--- config.mk ---
export PLATFORM = sky130hd
export DESIGN_NAME = victim_way_sel
export DESIGN_NICKNAME = d
export VERILOG_FILES = /design/src/rtl/victim_sel_pkg.sv /design/src/rtl/vsel_lfsr.sv /design/src/rtl/vsel_rr_ptr.sv /design/src/rtl/vsel_fold.sv /design/src/rtl/victim_way_sel.sv
export SDC_FILE = /design/constraint.sdc
export NUM_CORES = 1
export LEC_CHECK = 0
export ABC_AREA = 1
export BUFFER_PORTS_ARGS = -buffer_cell sky130_fd_sc_hd__buf_2
export CORE_MARGIN = 1
export CORE_UTILIZATION = 29
export CTS_BUF_LIST = sky130_fd_sc_hd__clkbuf_16
export CTS_CLUSTER_DIAMETER = 80
export DETAILED_ROUTE_END_ITERATION = 7
export HOLD_SLACK_MARGIN = 0.03
export PLACE_DENSITY = 0.45
export SYNTH_ARGS = -nofsm -noshare
export SYNTH_HDL_FRONTEND = slang
export SYNTH_HIERARCHICAL = 1
export SYNTH_SLANG_ARGS = --single-unit
--- constraint.sdc ---
create_clock -name clk_i -period 8.6 [get_ports clk_i]
set_input_delay 0.43 -clock clk_i [delete_from_list [all_inputs] [get_ports clk_i]]
set_output_delay 0.43 -clock clk_i [all_outputs]
set_load 0.02 [all_outputs]
--- src/rtl/victim_sel_pkg.sv ---
package victim_sel_pkg;
    typedef enum logic [0:0] {
        ST_IDLE  = 1'b0,
        ST_GRANT = 1'b1
    } vsel_state_e;
endpackage

--- src/rtl/vsel_lfsr.sv ---
module vsel_lfsr #(
    parameter int          WIDTH = 16,
    parameter logic [15:0] TAPS  = 16'hB400,
    parameter logic [15:0] SEED  = 16'hACE1
) (
    input  logic             clk_i,
    input  logic             rst_ni,
    output logic [WIDTH-1:0] state_o
);
    logic [WIDTH-1:0] state_q;
    logic [WIDTH-1:0] state_d;

    always_comb begin
        state_d = state_q >> 1;
        if (state_q[0]) begin
            state_d = state_d ^ TAPS[WIDTH-1:0];
        end
    end

    always_ff @(posedge clk_i or negedge rst_ni) begin
        if (!rst_ni) begin
            state_q <= SEED[WIDTH-1:0];
        end else begin
            state_q <= state_d;
        end
    end

    assign state_o = state_q;

    // a zero state would freeze the random source
    p_lfsr_live_r8: assert property (@(posedge clk_i) disable iff (!rst_ni)
        state_q != '0);
endmodule

--- src/rtl/vsel_rr_ptr.sv ---
module vsel_rr_ptr #(
    parameter int NUM_WAYS = 64,
    localparam int WAY_W   = $clog2(NUM_WAYS)
) (
    input  logic             clk_i,
    input  logic             rst_ni,
    input  logic [WAY_W-1:0] base_i,
    input  logic             adv_i,
    output logic [WAY_W-1:0] way_o
);
    localparam logic [WAY_W-1:0] LAST = WAY_W'(NUM_WAYS - 1);

    logic [WAY_W-1:0] ptr_q;
    logic [WAY_W-1:0] eff_ptr;
    logic [WAY_W-1:0] ptr_d;

    always_comb begin
        eff_ptr = (ptr_q < base_i) ? base_i : ptr_q;
        if (adv_i) begin
            ptr_d = (eff_ptr == LAST) ? base_i : eff_ptr + 1'b1;
        end else begin
            ptr_d = eff_ptr;
        end
    end

    always_ff @(posedge clk_i or negedge rst_ni) begin
        if (!rst_ni) begin
            ptr_q <= '0;
        end else begin
            ptr_q <= ptr_d;
        end
    end

    assign way_o = eff_ptr;

    // the pointer wraps from the top way back to the base
    p_wrap_r5: assert property (@(posedge clk_i) disable iff (!rst_ni)
        (adv_i && way_o == LAST) |=> ptr_q == $past(base_i));

    // a non-wrapping advance moves the pointer by one
    p_step_r4: assert property (@(posedge clk_i) disable iff (!rst_ni)
        (adv_i && way_o != LAST) |=> ptr_q == $past(way_o) + 1'b1);

    // no advance keeps the pointer where it stands
    p_hold_r9: assert property (@(posedge clk_i) disable iff (!rst_ni)
        !adv_i |=> ptr_q == $past(way_o));
endmodule

--- src/rtl/vsel_fold.sv ---
module vsel_fold #(
    parameter int NUM_WAYS = 64,
    localparam int WAY_W   = $clog2(NUM_WAYS)
) (
    input  logic [WAY_W-1:0] raw_i,
    input  logic [WAY_W-1:0] base_i,
    output logic [WAY_W-1:0] way_o
);
    localparam logic [WAY_W:0] N_EXT = (WAY_W+1)'(NUM_WAYS);

    logic [WAY_W:0] shifted;

    always_comb begin
        shifted = {1'b0, raw_i} + (N_EXT - {1'b0, base_i});
        if (raw_i >= base_i) begin
            way_o = raw_i;
        end else if (shifted[WAY_W-1:0] >= base_i) begin
            way_o = shifted[WAY_W-1:0];
        end else begin
            way_o = base_i;
        end
    end
endmodule

--- src/rtl/victim_way_sel.sv ---
module victim_way_sel
    import victim_sel_pkg::*;
#(
    parameter int NUM_WAYS = 64,
    parameter int LFSR_W   = 16,
    localparam int WAY_W   = $clog2(NUM_WAYS)
) (
    input  logic             clk_i,
    input  logic             rst_ni,
    input  logic             miss_i,
    input  logic             rr_mode_i,
    input  logic [WAY_W-1:0] lock_base_i,
    output logic             victim_valid_o,
    output logic [WAY_W-1:0] victim_o
);
    vsel_state_e      state_q;
    vsel_state_e      state_d;
    logic [WAY_W-1:0] rr_way;
    logic [WAY_W-1:0] rnd_way;
    logic [LFSR_W-1:0] lfsr_state;
    logic [WAY_W-1:0] victim_q;

    vsel_rr_ptr #(.NUM_WAYS(NUM_WAYS)) u_ptr (
        .clk_i  (clk_i),
        .rst_ni (rst_ni),
        .base_i (lock_base_i),
        .adv_i  (miss_i & rr_mode_i),
        .way_o  (rr_way)
    );

    vsel_lfsr #(.WIDTH(LFSR_W)) u_lfsr (
        .clk_i   (clk_i),
        .rst_ni  (rst_ni),
        .state_o (lfsr_state)
    );

    vsel_fold #(.NUM_WAYS(NUM_WAYS)) u_fold (
        .raw_i  (lfsr_state[WAY_W-1:0]),
        .base_i (lock_base_i),
        .way_o  (rnd_way)
    );

    always_comb begin
        state_d = state_q;
        unique case (state_q)
            ST_IDLE:  state_d = miss_i ? ST_GRANT : ST_IDLE;
            ST_GRANT: state_d = miss_i ? ST_GRANT : ST_IDLE;
            default:  state_d = ST_IDLE;
        endcase
    end

    always_ff @(posedge clk_i or negedge rst_ni) begin
        if (!rst_ni) begin
            state_q <= ST_IDLE;
        end else begin
            state_q <= state_d;
        end
    end

    always_ff @(posedge clk_i or negedge rst_ni) begin
        if (!rst_ni) begin
            victim_q <= '0;
        end else if (miss_i) begin
            victim_q <= rr_mode_i ? rr_way : rnd_way;
        end
    end

    assign victim_valid_o = (state_q == ST_GRANT);
    assign victim_o       = victim_q;

    // a valid pulse always follows a sampled miss
    p_valid_after_miss_r2: assert property (@(posedge clk_i) disable iff (!rst_ni)
        victim_valid_o |-> $past(miss_i));

    // a sampled miss always yields a valid pulse
    p_miss_gives_valid_r2: assert property (@(posedge clk_i) disable iff (!rst_ni)
        miss_i |=> victim_valid_o);

    // a granted way is never below the base seen with the miss
    p_unlocked_r3: assert property (@(posedge clk_i) disable iff (!rst_ni)
        victim_valid_o |-> victim_o >= $past(lock_base_i));

    // the random path alone already respects the lock
    p_rnd_unlocked_r3: assert property (@(posedge clk_i) disable iff (!rst_ni)
        rnd_way >= lock_base_i);
endmodule

# Yosys cells after proc, flatten, opt, wreduce, memory -nomap -nowiden
# Cells that the tools add are included.
[word_totals]
regBits = 29
latch_bits = 0
mem_bits_rw = 0
romBits = 0
input_bits = 10
output_inout_bits = 7
mem_count = 0
[classes]
n_addsub = 3
multipliers = 0
n_div = 0
n_lt_le_gt_ge = 3
n_eq_ne = 1
shift = 0
muxes = 8
bitwise_logic = 2
n_reduce_logical = 0
[ops]
columns = ["op", "count"]
rows = [
  ["$mux 6", 6],
  ["$mux 16", 1],
  ["$ge 6x6->1", 2],
  ["$add 6x1->6 const B", 1],
  ["$add 6x6->6", 1],
  ["$eq 6x6->1 const B", 1],
  ["$lt 6x6->1", 1],
  ["$sub 1x6->6 const A", 1],
  ["$not 3->4", 1],
  ["$and 1x1->1", 1],
  ["$mux 1", 1],
]

# Logic depth before layout (Yosys ltp)
# Gate-level depths: netlist of run 1.
[depth]
ltp_word = 6
depth_mapped = 23

# Hierarchy
# Netlist of run 1, hierarchy kept.
[modules_own_cells]
columns = ["module", "n_inst", "cells_each", "area_each_um2", "seq_area_each_um2"]
rows = [
  ["vsel_rr_ptr", 1, 97, 670.6, 150.1],
  ["vsel_fold", 1, 111, 631.9, 0.0],
  ["vsel_lfsr", 1, 42, 556.8, 410.4],
  ["victim_way_sel", 1, 55, 384.1, 175.2],
]

# Worst setup path after synthesis of run 1
# Ideal clock, no wire load.
[synth_path]
path_type = "flip-flop to flip-flop"
start = "reg u_lfsr.state_q[0], in the netlist u_lfsr/state_o[0]"
end = "reg victim_q[3], in the netlist victim_o[3]"
setup_time_ps = 65
arrival_time_ps = 2810
required_time_ps = 8535
slack_ps = 5725
stages_incl_launch_ff = 24
path_buffers = 1
period_less_slack_ps = 2875
path_cell_list = "dfstp_2 buf_4 inv_1 ha_1 fa_1 inv_1 nand2_1 nand2_1 xor2_1 inv_1 ha_1 nand2_1 inv_1 nand2_1 nand2_2 nor2_4 nand2_2 nand2_1 nand3_1 nand2_1 inv_1 nand2_1 nand3_1 nand2_1"
[synth_between]
elab_chain_cells = 5
elab_cells_between_ends = 6
[synth_lines]
columns = ["element", "line_no", "source"]
rows = [
  ["start, declared", "vsel_lfsr.sv:10", "logic [WIDTH-1:0] state_q;"],
  ["start signal, assigned", "vsel_lfsr.sv:22", "state_q <= SEED[WIDTH-1:0];"],
  ["start signal, assigned", "vsel_lfsr.sv:24", "state_q <= state_d;"],
  ["$add 6x6->6", "vsel_fold.sv:14", "shifted = {1'b0, raw_i} + (N_EXT - {1'b0, base_i});"],
  ["$ge 6x6->1", "vsel_fold.sv:17", "end else if (shifted[WAY_W-1:0] >= base_i) begin"],
  ["$mux 6", "vsel_fold.sv:17", ""],
  ["$mux 6 *", "vsel_fold.sv:15", "if (raw_i >= base_i) begin"],
  ["named net rnd_way[3]", "victim_way_sel.sv:19", "logic [WAY_W-1:0] rnd_way;"],
  ["$mux 6 *", "victim_way_sel.sv:64", "victim_q <= rr_mode_i ? rr_way : rnd_way;"],
  ["end signal, assigned", "victim_way_sel.sv:64", ""],
  ["end, declared", "victim_way_sel.sv:21", "logic [WAY_W-1:0] victim_q;"],
]
# The timed path passes the listed nets; every way through them passes the cells marked *.
# A chain may end at the register's enable or synchronous reset.

# Worst setup path after layout of run 1
# Ends and elaborated chain as after synthesis.

==> results.cfg, run 1 <==
[run_status]
outcome = finished clean

[timing]
max_freq_ghz = 0.319
max-slew-margin-rel = 0.570
fin_ws_ps = 5470
fin_crit_sh = 0.364
fin_tns_setup_ps = 0
setup-violations-final = 0
fin_skew_ps = 2.46
maxSlewViolCount = 0
finalCriticalPeriod_ps = 3130
worstMarginPinSlew_ps = 645
rsz0062_at_grt = no
fin_hold_ws_ps = 180
hold_violations = 0

[floorplan]
coreArea_um2 = 7290
die_x_um = 88.9
die_h_um = 88.9
initial_core_util = 0.300
num_io_pins = 17
num_rows = 31
design.die.area_um2 = 7910

[drt]
routed_wirelength_mm = 4.53
routedWlPerCell_um = 11.0
vias = 1758
viasPerCell = 4.26
firstDrtPassIters = 4
drc = 0
drtAntennaViolNets = 0
drt_iter0_drc = 38

[critical_path]
reg2reg_depth = 22
worst_setup_path_end_kind = flip-flop
critPathLaunchType = flip-flop
rrSetupSlack_ps = 5470
worstPathArrival_ps = 3340
crit_required_ps = 8810
worst-path-max-fanout = 8
path_class = flip-flop to flip-flop
path_cells = inv_1 -> ha_1 -> fa_1 -> inv_1 -> nand2_1 -> nand2_1 -> xor2_1 -> inv_1 -> ha_1 -> nand2_1 -> inv_1 -> nand2_1 -> nand2_2 -> nor2_4 -> nand2_2 -> nand2_1 -> nand3_1 -> nand2_1 -> inv_1 -> nand2_1 -> nand3_1 -> nand2_1
critPathMostFrequentCell = nand2_1
rr_endpoint = victim_o[3]
rr_startpoint = u_lfsr/state_o[0]
crit_slowest_cell = dfstp_2
cpPeakStageDelay_ps = 620

[layout]
final_cell_mix = nand2_1 (100), inv_1 (56), nand3_1 (32)
layout-drive-gt1-share = 0.217
final_common_cell = nand2_1
n_antenna_cell = 0
syn2layout_area_growth_pct = 14.0
layout.nets = 341
fill_cells = 840

[power]
p_comb_frac = 0.422
p_int_uw = 386
p_switching_uw = 251
p_leak_uw = 0.00148
power.share.clock = 0.308
peakVddDrop_v = 0.0000868
power.density_nw_per_um2 = 255
p_seq_frac = 0.270
switching_share = 0.394

[clocking]
postCtsSetupBuffers = 0
numCtsBuffers = 5
cts_tree = built
clockBufferDepth = 2
root_buffer = clkbuf_16
path_clk_slew_ps = 50
htreeDepth = 2
clk_latency_ps = 270
cts_resized = 0
ctsHoldBuffers = 0
cts_sinks = 29

[yosys]
yosys_warnings = 6
avgSynthCellArea_um2 = 7.35
synth_area_um2 = 2190
synthCells = 298
syn_nets = 326

[global_route]
grt_max_degree = 30
grt_pass1_wl_mm = 7.78
grt-ovfl-total = 0
track_usage = 0.132
antenna_found_initial = 0
grt_pass1_vias = 1698

[min_path]
min_path_type = input pin to async pin

[place]
gp_congestion = 0.907
pre_cts_slack_ps = 5500
portBuffers = 16
dp_hpwl_mm = 3.58

[job]
maxCapViolCount = 0
[flip-flops by register name, indices dropped and copies added (netlist names)]
name,flops
u_lfsr/state_o,16
u_ptr/ptr_q,6
victim_o,6
victim_valid_o,1
[worst max-delay path, delay by kind of cell (launching register included)]
| family | cells | cell delay, ps |
|---|---|---|
| AND/OR/NAND/NOR | 13 | 1040 |
| buffers and inverters | 5 | 330 |
| XOR/XNOR | 1 | 200 |
| flip-flops | 1 | 620 |
| adder cells (fa/ha/maj) | 3 | 880 |
[per-layer routing]
layer / track usage / part of all wire / up-vias
met5: 0 / 0 / -
met2: 0.220 / 0.48 / 30
met1: 0.167 / 0.47 / 794
li1: - / - / 926
met4: 0.0499 / 0.017 / 0
met3: 0.0295 / 0.033 / 8
[worst max-delay path by stage]
stage,to,cells past startpoint,from,slack [ps]
after floorplan,victim_o[3],23,u_lfsr/state_o[0],5720
after global placement,victim_o[5],22,u_lfsr/state_o[0],5550
after detailed placement,victim_o[5],22,u_lfsr/state_o[0],5500
after CTS,victim_o[5],22,u_lfsr/state_o[0],5490
after global routing,victim_o[5],22,u_lfsr/state_o[0],5160
final,victim_o[3],22,u_lfsr/state_o[0],5470
[through the flow]
step | cell area, um^2 | instances | power [uW] | util
2_1_floorplan | 2190 | 298 | 394 | -
3_3_place_gp | 2330 | 405 | 449 | 0.320
3_5_place_dp | 2330 | 405 | 448 | 0.320
4_1_cts | 2500 | 413 | 649 | 0.342
5_1_grt | 2500 | 413 | 694 | 0.342
6_report | 2500 | 413 | 638 | 0.342
[final cells by class]
class	instances	area [um^2]	area share
multi-input cells	195	1140	0.457
flip-flops and latches	29	736	0.295
inverters	66	250	0.100
clock buffers	5	125	0.0501
well taps	99	124	0.0496
repair buffers	16	80.1	0.0321
clock inverters	3	41.3	0.0165
[power groups by stage]
stage                     clock network [uW]  logic (uW)  registers, uW
after global placement                     0         274            175
after floorplan                            0         212            182
after CTS                                202         274            173
after detailed placement                   0         273            175
after global routing                     208         311            176
final                                    197         269            172
(Power assumes the default switching activity.)
==> run 2, diff against run 1 <==
--- a/config.mk
+++ b/config.mk
@@ -5,7 +5,7 @@
 export SDC_FILE = /design/constraint.sdc
 export NUM_CORES = 1
 export LEC_CHECK = 0
-export ABC_AREA = 1
+export ABC_AREA = 0
 export BUFFER_PORTS_ARGS = -buffer_cell sky130_fd_sc_hd__buf_2
 export CORE_MARGIN = 1
 export CORE_UTILIZATION = 29
@@ -13,7 +13,7 @@
 export CTS_CLUSTER_DIAMETER = 80
 export DETAILED_ROUTE_END_ITERATION = 7
 export HOLD_SLACK_MARGIN = 0.03
-export PLACE_DENSITY = 0.45
+export PLACE_DENSITY = 0.46
 export SYNTH_ARGS = -nofsm -noshare
 export SYNTH_HDL_FRONTEND = slang
 export SYNTH_HIERARCHICAL = 1
==> constraint.sdc (replaced) <==
create_clock -name clk_i -period 3.1 [get_ports clk_i]
set_input_delay 0.155 -clock clk_i [delete_from_list [all_inputs] [get_ports clk_i]]
set_output_delay 0.155 -clock clk_i [all_outputs]
set_load 0.02 [all_outputs]
==> results.cfg, run 2 <==
[run_status]
outcome = complete, but fails checks
violations = design-rule violations

[timing]
hold_violations = 0
rsz0062_at_grt = yes
fin_skew_ps = 4.22
fin_hold_ws_ps = 159
max_freq_ghz = 0.325
max-slew-margin-rel = 0.550
worstMarginPinSlew_ps = 675
finalCriticalPeriod_ps = 3080
maxSlewViolCount = 0
fin_crit_sh = 0.993
fin_ws_ps = 22.0
setup-violations-final = 0
fin_tns_setup_ps = 0

[floorplan]
coreArea_um2 = 6460
design.die.area_um2 = 7120
num_rows = 29
die_x_um = 84.4
die_h_um = 84.4
initial_core_util = 0.305
num_io_pins = 17

[drt]
routedWlPerCell_um = 14.8
vias = 1589
drtAntennaViolNets = 0
routed_wirelength_mm = 4.77
firstDrtPassIters = 6
drc = 4
viasPerCell = 4.95
drt_iter0_drc = 98

[power]
power.density_nw_per_um2 = 660
peakVddDrop_v = 0.000327
p_leak_uw = 0.00119

[layout]
syn2layout_area_growth_pct = 24.7
finalInstanceArea_um2 = 2460
layout.nets = 271
layout-drive-gt1-share = 0.303
final_cell_mix = buf_4 (23), dfrtp_1 (21), a21oi_1 (17)
largest_register_ffs = 16
final_common_cell = buf_4
n_antenna_cell = 0
fill_cells = 671

[clocking]
htreeDepth = 2
root_buffer = clkbuf_16
path_clk_slew_ps = 50
clk_latency_ps = 270
cts_sinks = 29
clockBufferDepth = 2
cts_tree = built
numCtsBuffers = 5

[critical_path]
worst_setup_path_end_kind = flip-flop
worstPathArrival_ps = 3230
critPathLaunchType = flip-flop
path_cells = inv_2 -> ha_4 -> fa_2 -> nor2b_2 -> o31a_1 -> a21oi_2 -> ha_1 -> a21o_1 -> a21oi_2 -> o31a_1 -> buf_6 -> mux2i_1 -> a21oi_1 -> mux2i_1 -> a21oi_1
worst-path-max-fanout = 4
cpPeakStageDelay_ps = 530
crit_required_ps = 3250
crit_slowest_cell = dfstp_2
path_class = flip-flop to flip-flop

[place]
gp_congestion = 0.786
portBuffers = 16
dp_hpwl_mm = 3.37
place_area_um2 = 2190
pre_cts_slack_ps = -66.2

[yosys]
yosys_warnings = 6
syn_nets = 234
synth_area_um2 = 1970
avgSynthCellArea_um2 = 9.56
synthCells = 206

[global_route]
antenna_found_initial = 0
grt_pass1_vias = 1566
grt_max_degree = 30
track_usage = 0.142
grt-ovfl-total = 0
grt_pass1_wl_mm = 7.91

[min_path]
min_path_type = input pin to flip-flop

[job]
maxCapViolCount = 0
-- run 2: repair_timing --
| action | CTS | global route |
|---|---|---|
| endpoints found under the setup margin | 6 | 6 |
| setup buffers | 3 | 3 |
| gates cloned | 0 | 0 |
| hold endpoints to repair | 21 | 0 |
| hold buffers | 1 | 0 |
| pin swaps | 2 | 15 |
| resized for setup | 7 | 6 |
-- run 2: per-stage QoR --
stage | power [uW] | cells | util
3_5_place_dp | 1060 | 306 | 0.339
4_1_cts | 1630 | 318 | 0.373
6_report | 1620 | 321 | 0.380
2_1_floorplan | 918 | 206 | -
5_1_grt | 1730 | 321 | 0.380
3_3_place_gp | 1060 | 306 | 0.339
-- run 2: power breakdown --
part / switching (uW) / internal [uW]
logic: 305 / 248
registers: 75.8 / 446
clock network: 170 / 375
-- run 2: routing by layer --
layer	vias up	wire, um	track usage
li1	799	-	-
met1	751	2360	0.190
met2	33	2140	0.233
met3	6	201	0.0324
met4	0	63	0.0401
met5	-	0	0
-- run 2: final cells by class --
class / count / area (um^2) / area share
inverters: 15 / 56.3 / 0.0229
multi-input cells: 150 / 1120 / 0.454
clock inverters: 3 / 41.3 / 0.0168
clock buffers: 5 / 125 / 0.0509
repair buffers: 42 / 285 / 0.116
flip-flops and latches: 29 / 736 / 0.300
well taps: 77 / 96.3 / 0.0392
-- run 2: worst paths after layout --
| path | start | endpoint | slack (ps) | cells after the start |
|---|---|---|---|---|
| setup / recovery | u_lfsr/state_o[0] | victim_o[2] | 20 | 15 |
| hold / removal | miss_i | victim_valid_o | 160 | 1 |
| setup reg to reg | u_lfsr/state_o[0] | victim_o[2] | 20 | 15 |
| hold reg to reg | u_lfsr/state_o[8] | u_lfsr/state_o[7] | 350 | 0 |
| max in group asynchronous | rst_ni | u_lfsr/state_o[14] | 2210 | 2 |
| min in group asynchronous | rst_ni | u_ptr/ptr_q[4] | 450 | 2 |
-- run 2: worst max-delay path: cells and delay by family (launching register included) --
family                   cells  cell delay, ps
buffers and inverters        2             180
AND/OR/NAND/NOR              1             130
adder cells (fa/ha/maj)      3             840
AO/OA/AOI/OAI                7             940
multiplexers                 2             320
flip-flops                   1             530
